--- config.mk ---
export PLATFORM = sky130hd
export DESIGN_NAME = gpio_masked_bank
export DESIGN_NICKNAME = d
export VERILOG_FILES = /design/src/rtl/gpio_bank_pkg.sv /design/src/rtl/gpio_reset_sync.sv /design/src/rtl/gpio_addr_decode.sv /design/src/rtl/gpio_half_regs.sv /design/src/rtl/gpio_in_sync.sv /design/src/rtl/gpio_readback.sv /design/src/rtl/gpio_masked_bank.sv
export SDC_FILE = /design/constraint.sdc
export NUM_CORES = 1
export LEC_CHECK = 0
export ABC_AREA = 1
export BUFFER_PORTS_ARGS = -buffer_cell sky130_fd_sc_hd__buf_2
export CORE_MARGIN = 5
export CORE_UTILIZATION = 53
export CTS_CLUSTER_DIAMETER = 50
export DETAILED_ROUTE_END_ITERATION = 7
export PLACE_DENSITY_LB_ADDON = 0.05
export SKIP_CTS_REPAIR_TIMING = 1
export SYNTH_ARGS = -nofsm -noshare
export SYNTH_HDL_FRONTEND = slang
export SYNTH_SLANG_ARGS = --single-unit
--- constraint.sdc ---
create_clock -name clk -period 5.5 [get_ports clk]
set_input_delay 0 -clock clk [delete_from_list [all_inputs] [get_ports clk]]
set_output_delay 0 -clock clk [all_outputs]
set_load 0.05 [all_outputs]
--- src/rtl/gpio_bank_pkg.sv ---
package gpio_bank_pkg;
  localparam int unsigned NUM_HALVES = 2;
  localparam int unsigned ADDR_W     = 3;

  typedef enum logic [1:0] {
    KIND_NONE  = 2'd0,
    KIND_INPUT = 2'd1,
    KIND_OUT   = 2'd2,
    KIND_DIR   = 2'd3
  } reg_kind_e;

  localparam logic [ADDR_W-1:0] ADDR_INPUT = '0;

  function automatic logic [ADDR_W-1:0] out_addr(input int unsigned half);
    return ADDR_W'(1 + 2 * half);
  endfunction

  function automatic logic [ADDR_W-1:0] dir_addr(input int unsigned half);
    return ADDR_W'(2 + 2 * half);
  endfunction
endpackage

--- src/rtl/gpio_reset_sync.sv ---
module gpio_reset_sync (
  input  logic clk,
  input  logic rst_n,
  output logic rst_sync_n
);
  logic [1:0] stage_q;

  always_ff @(posedge clk or negedge rst_n) begin
    if (!rst_n) stage_q <= 2'b00;
    else        stage_q <= {stage_q[0], 1'b1};
  end

  assign rst_sync_n = stage_q[1];
endmodule

--- src/rtl/gpio_addr_decode.sv ---
module gpio_addr_decode
  import gpio_bank_pkg::*;
(
  input  logic                  bus_sel,
  input  logic                  bus_we,
  input  logic [ADDR_W-1:0]     bus_addr,
  output logic [NUM_HALVES-1:0] wr_out,
  output logic [NUM_HALVES-1:0] wr_dir,
  output logic                  rd_strobe
);
  logic is_write;
  assign is_write  = bus_sel & bus_we;
  assign rd_strobe = bus_sel & ~bus_we;

  for (genvar h = 0; h < NUM_HALVES; h++) begin : g_half_dec
    assign wr_out[h] = is_write && (bus_addr == out_addr(h));
    assign wr_dir[h] = is_write && (bus_addr == dir_addr(h));
  end
endmodule

--- src/rtl/gpio_half_regs.sv ---
module gpio_half_regs #(
  parameter int unsigned HALF_W = 16
) (
  input  logic              clk,
  input  logic              rst_n,
  input  logic              wr_out,
  input  logic              wr_dir,
  input  logic [HALF_W-1:0] wen,
  input  logic [HALF_W-1:0] wval,
  output logic [HALF_W-1:0] out_q,
  output logic [HALF_W-1:0] dir_q
);
  logic [HALF_W-1:0] out_d, dir_d;
  logic              out_ce, dir_ce;

  function automatic logic [HALF_W-1:0] merge(
    input logic [HALF_W-1:0] cur,
    input logic [HALF_W-1:0] en,
    input logic [HALF_W-1:0] val
  );
    return (cur & ~en) | (val & en);
  endfunction

  always_comb begin
    out_ce = wr_out && (wen != '0);
    dir_ce = wr_dir && (wen != '0);
    out_d  = merge(out_q, wen, wval);
    dir_d  = merge(dir_q, wen, wval);
  end

  always_ff @(posedge clk or negedge rst_n) begin
    if (!rst_n) begin
      out_q <= '0;
      dir_q <= '0;
    end else begin
      if (out_ce) out_q <= out_d;
      if (dir_ce) dir_q <= dir_d;
    end
  end
endmodule

--- src/rtl/gpio_in_sync.sv ---
module gpio_in_sync #(
  parameter int unsigned WIDTH  = 32,
  parameter int unsigned STAGES = 2
) (
  input  logic             clk,
  input  logic             rst_n,
  input  logic [WIDTH-1:0] async_in,
  output logic [WIDTH-1:0] sync_out
);
  logic [STAGES-1:0][WIDTH-1:0] chain_q;
  logic [STAGES-1:0][WIDTH-1:0] chain_d;

  always_comb begin
    chain_d[0] = async_in;
    for (int s = 1; s < STAGES; s++) chain_d[s] = chain_q[s-1];
  end

  for (genvar s = 0; s < STAGES; s++) begin : g_stage
    always_ff @(posedge clk or negedge rst_n) begin
      if (!rst_n) chain_q[s] <= '0;
      else        chain_q[s] <= chain_d[s];
    end
  end

  assign sync_out = chain_q[STAGES-1];
endmodule

--- src/rtl/gpio_readback.sv ---
module gpio_readback
  import gpio_bank_pkg::*;
#(
  parameter int unsigned HALF_W = 16,
  localparam int unsigned PIN_W = NUM_HALVES * HALF_W,
  localparam int unsigned BUS_W = 2 * HALF_W
) (
  input  logic                              clk,
  input  logic                              rst_n,
  input  logic                              rd_strobe,
  input  logic [ADDR_W-1:0]                 rd_addr,
  input  logic [NUM_HALVES-1:0][HALF_W-1:0] out_q,
  input  logic [NUM_HALVES-1:0][HALF_W-1:0] dir_q,
  input  logic [PIN_W-1:0]                  pins_sync,
  output logic [BUS_W-1:0]                  rdata
);
  reg_kind_e         kind;
  logic [HALF_W-1:0] half_word;
  logic [BUS_W-1:0]  rdata_d, rdata_q;

  always_comb begin
    kind      = KIND_NONE;
    half_word = '0;
    if (rd_addr == ADDR_INPUT) kind = KIND_INPUT;
    for (int h = 0; h < NUM_HALVES; h++) begin
      if (rd_addr == out_addr(h)) begin
        kind      = KIND_OUT;
        half_word = out_q[h];
      end
      if (rd_addr == dir_addr(h)) begin
        kind      = KIND_DIR;
        half_word = dir_q[h];
      end
    end
  end

  always_comb begin
    rdata_d = rdata_q;
    if (rd_strobe) begin
      unique case (kind)
        KIND_INPUT:        rdata_d = BUS_W'(pins_sync);
        KIND_OUT, KIND_DIR: rdata_d = {{(BUS_W-HALF_W){1'b0}}, half_word};
        default:           rdata_d = '0;
      endcase
    end
  end

  always_ff @(posedge clk or negedge rst_n) begin
    if (!rst_n) rdata_q <= '0;
    else        rdata_q <= rdata_d;
  end

  assign rdata = rdata_q;
endmodule

--- src/rtl/gpio_masked_bank.sv ---
module gpio_masked_bank
  import gpio_bank_pkg::*;
#(
  parameter int unsigned HALF_W = 16,
  localparam int unsigned PIN_W = NUM_HALVES * HALF_W,
  localparam int unsigned BUS_W = 2 * HALF_W
) (
  input  logic              clk,
  input  logic              rst_n,
  input  logic              bus_sel,
  input  logic              bus_we,
  input  logic [ADDR_W-1:0] bus_addr,
  input  logic [BUS_W-1:0]  bus_wdata,
  output logic [BUS_W-1:0]  bus_rdata,
  input  logic [PIN_W-1:0]  pin_in,
  output logic [PIN_W-1:0]  pin_out,
  output logic [PIN_W-1:0]  pin_oe
);
  logic                              rst_int_n;
  logic [NUM_HALVES-1:0]             wr_out, wr_dir;
  logic                              rd_strobe;
  logic [NUM_HALVES-1:0][HALF_W-1:0] out_q, dir_q;
  logic [PIN_W-1:0]                  pins_sync;
  logic [HALF_W-1:0]                 wen, wval;

  assign wen  = bus_wdata[BUS_W-1:HALF_W];
  assign wval = bus_wdata[HALF_W-1:0];

  gpio_reset_sync u_rst (
    .clk        (clk),
    .rst_n      (rst_n),
    .rst_sync_n (rst_int_n)
  );

  gpio_addr_decode u_dec (
    .bus_sel   (bus_sel),
    .bus_we    (bus_we),
    .bus_addr  (bus_addr),
    .wr_out    (wr_out),
    .wr_dir    (wr_dir),
    .rd_strobe (rd_strobe)
  );

  for (genvar h = 0; h < NUM_HALVES; h++) begin : g_half
    gpio_half_regs #(.HALF_W(HALF_W)) u_regs (
      .clk    (clk),
      .rst_n  (rst_int_n),
      .wr_out (wr_out[h]),
      .wr_dir (wr_dir[h]),
      .wen    (wen),
      .wval   (wval),
      .out_q  (out_q[h]),
      .dir_q  (dir_q[h])
    );
    assign pin_oe [h*HALF_W +: HALF_W] = dir_q[h];
    assign pin_out[h*HALF_W +: HALF_W] = dir_q[h] & out_q[h];
  end

  gpio_in_sync #(.WIDTH(PIN_W), .STAGES(2)) u_sync (
    .clk      (clk),
    .rst_n    (rst_int_n),
    .async_in (pin_in),
    .sync_out (pins_sync)
  );

  gpio_readback #(.HALF_W(HALF_W)) u_rd (
    .clk       (clk),
    .rst_n     (rst_int_n),
    .rd_strobe (rd_strobe),
    .rd_addr   (bus_addr),
    .out_q     (out_q),
    .dir_q     (dir_q),
    .pins_sync (pins_sync),
    .rdata     (bus_rdata)
  );
endmodule

==> flow_metrics.py <==
metrics = {
    "status": {
        "status": "complete, no violations",
    },
    "yosys": {
        "yosys_warnings": 0,
        "synth_area_mm2": 0.007268,
        "synth_nets": 940,
        "synth.avg_cell_area_um2": 8.364,
        "synthDistinctLibCells": 25,
        "synth_seq_cells": 162,
        "ys_seq_area_share_pct": 55.78,
        "netlist_instances": 869,
    },
    "place": {
        "io_buffers": 166,
        "gp_congestion": 0.8010,
        "hpwl_um": 12310,
    },
    "clocking": {
        "cts_made_buffers": 17,
        "path_clk_slew_ns": 0.06,
        "htreeDepth": 4,
        "cts_tree": "yes",
        "clock_sinks": 162,
        "root_buffer": "clkbuf_16",
        "clk_latency_ns": 0.42,
        "clockBufferDepth": 2,
    },
    "die": {
        "design.core.area_mm2": 0.01335,
        "die_h_um": 127.1,
        "rows": 42,
        "die_area_mm2": 0.01616,
        "initial_core_util_pct": 54.45,
        "num_io_pins": 167,
        "die_w_um": 127.1,
    },
    "timing": {
        "rsz0062_at_grt": "no",
        "setup_violations": 0,
        "period_share_pct": 62.52,
        "worst_slew_pin_slew_ns": 1.221,
        "fin_setup_tns_ns": 0,
        "fmax_mhz": 290.8,
        "maxSlewViolCount": 0,
        "max-slew-margin-rel_pct": 18.51,
        "clock_skew_ns": 0.008887,
        "layout_min_cycle_time_ns": 3.438,
        "final-hold-violation-count": 0,
    },
    "routing": {
        "ant_nets": 0,
        "drc": 0,
        "drt_pass1_iterations": 6,
        "vias": 6584,
        "wl_um": 19480,
        "first_iter_violations": 487,
        "wire_per_inst_um": 15.16,
        "detail_route.vias_per_cell": 5.124,
    },
    "final_layout": {
        "final-seq-area_mm2": 0.004058,
        "final_cell_mix": "380 x nand2_1, 166 x buf_2, 161 x dfrtp_1",
        "final_common_cell": "nand2_1",
        "n_fill_cell": 1094,
        "drive_gt1_share_pct": 19.75,
        "area.growth.synth_to_final_pct": 31.85,
        "multiInputGateArea_mm2": 0.002606,
        "diodes": 0,
        "nets": 1167,
    },
    "worst_setup_path": {
        "critical_path_arrival_ns": 3.80,
        "worstPathRequired_ns": 5.86,
        "cp_max_fo": 32,
        "start_kind": "input pin",
        "endpoint_kind": "register",
        "setup.worst_path.class": "in -> reg",
    },
    "flow_run": {
        "drv_cap": 0,
    },
    "worst_hold_path": {
        "hold_class": "in -> reg",
    },
    "global_route": {
        "antenna_found_initial": 0,
        "gr-total-overflow": 0,
        "grt_max_degree": 77,
        "grt_pass1_vias": 5659,
        "grt_pass1_wl_um": 29370,
        "grt_usage_pct": 23.20,
    },
    "power": {
        "sw_frac_of_total_pct": 34.30,
        "seqPwrFrac_pct": 42.6,
        "p_sw_w": 0.001158,
        "ir_drop_mv": 0.2155,
        "power_frac_clock_pct": 35.5,
        "power.internal_w": 0.002219,
        "p_leak_nw": 5.214,
        "power_density_mw_per_mm2": 352.4,
        "pwr-share-comb_pct": 21.9,
        "p_total_w": 0.003377,
    },
}
-- path summary, 6_finish.rpt --
path | startpoint | endpoint | slack (ns) | depth (start not counted)
setup / recovery | bus_addr[2] | register | 2.06 | 8
hold / removal | bus_addr[0] | register | 0.02 | 4
setup reg to reg | u_rst.stage_q[1]$_DFF_PN0_ | u_sync.chain_d[37]$_DFF_PN0_ | 3.82 | 1
hold reg to reg | u_sync.chain_d[55]$_DFF_PN0_ | u_sync.sync_out[23]$_DFF_PN0_ | 0.35 | 0
max in group asynchronous | u_rst.stage_q[1]$_DFF_PN0_ | u_sync.chain_d[37]$_DFF_PN0_ | 3.82 | 1
min in group asynchronous | rst_n | u_rst.stage_q[1]$_DFF_PN0_ | 0.43 | 3
-- routing by layer --
metal  part of all wire [%]  global-route usage, %  routed length [um]
met2                     50                  38.33                9742
met1                     42                  30.97                8104
met3                    6.1                  4.633                1181
met5                      0                      0                   0
met4                    2.3                  7.697                 452
-- worst max-delay path: stages --
cell and delay (ns):
dlygate4sd3_1 0.53, buf_2 0.17, nand2_1 0.54, nor2_2 1.16, nand4_1 0.17, dlygate4sd3_1 0.61, nand2_1 0.07, dlygate4sd3_1 0.53
-- area by class of cell --
type                            instances  area share (%)
Clock buffer                           18           4.478
Multi-Input combinational cell        578           27.20
Inverter                               69           2.755
Sequential cell                       162           42.34
Clock inverter                         14           1.737
Timing Repair Buffer                  268           19.19
Tap cell                              176           2.298
-- power by group through the flow --
stage / combinational (W) / clock (W) / sequential (W)
5_1_grt: 0.000798 / 0.00126 / 0.00146
4_1_cts: 0.000676 / 0.00121 / 0.00144
6_report: 0.000739 / 0.00120 / 0.00144
2_1_floorplan: 0.000267 / 0 / 0.00167
3_5_place_dp: 0.000673 / 0 / 0.00146
3_3_place_gp: 0.000665 / 0 / 0.00146
-- metrics by stage --
stage	cells	utilization [%]	instance area, um^2	worst slack, ns	hold WS [ns]
floorplan	869	-	7268	0.6518	-0.2956
global placement	1156	60.06	8016	3.087	-0.2138
detailed placement	1156	60.06	8016	2.946	-0.2125
CTS	1188	64.52	8612	3.380	-0.6702
global route	1285	71.79	9583	1.792	0.02657
finish	1285	71.79	9583	2.062	0.01643
-- cells by family after synthesis --
logic type	after synthesis	synth area share, %
AND/OR/NAND/NOR	557	34.19
buffers and inverters	129	8.607
flip-flops	162	55.78
AO/OA/AOI/OAI	20	1.377
other	1	0.05159
-- cells in the mapped netlist --
library cell / instances / area [um^2]
nor3_2: 1 / 10.01
buf_4: 3 / 22.52
nand3_1: 67 / 335.3
nand2_4: 1 / 11.26
nand2_1: 380 / 1426
o21ai_1: 5 / 25.02
conb_1: 1 / 3.750
inv_2: 2 / 7.510
dfrtp_1: 162 / 4054
buf_6: 11 / 123.9
o21ai_0: 15 / 75.07
inv_1: 65 / 244.0
nor3_1: 1 / 5.000
or2_1: 12 / 75.07
buf_2: 33 / 165.2
nor2_2: 1 / 6.260
nor2_8: 2 / 40.04
nor3_4: 1 / 16.27
nor2_1: 10 / 37.54
inv_4: 2 / 12.51
nor4_4: 1 / 21.27
clkbuf_2: 1 / 5.000
or2_2: 2 / 12.51
clkbuf_1: 12 / 45.04
nand4_1: 78 / 488.0
Power figures use the tool's default switching activity.
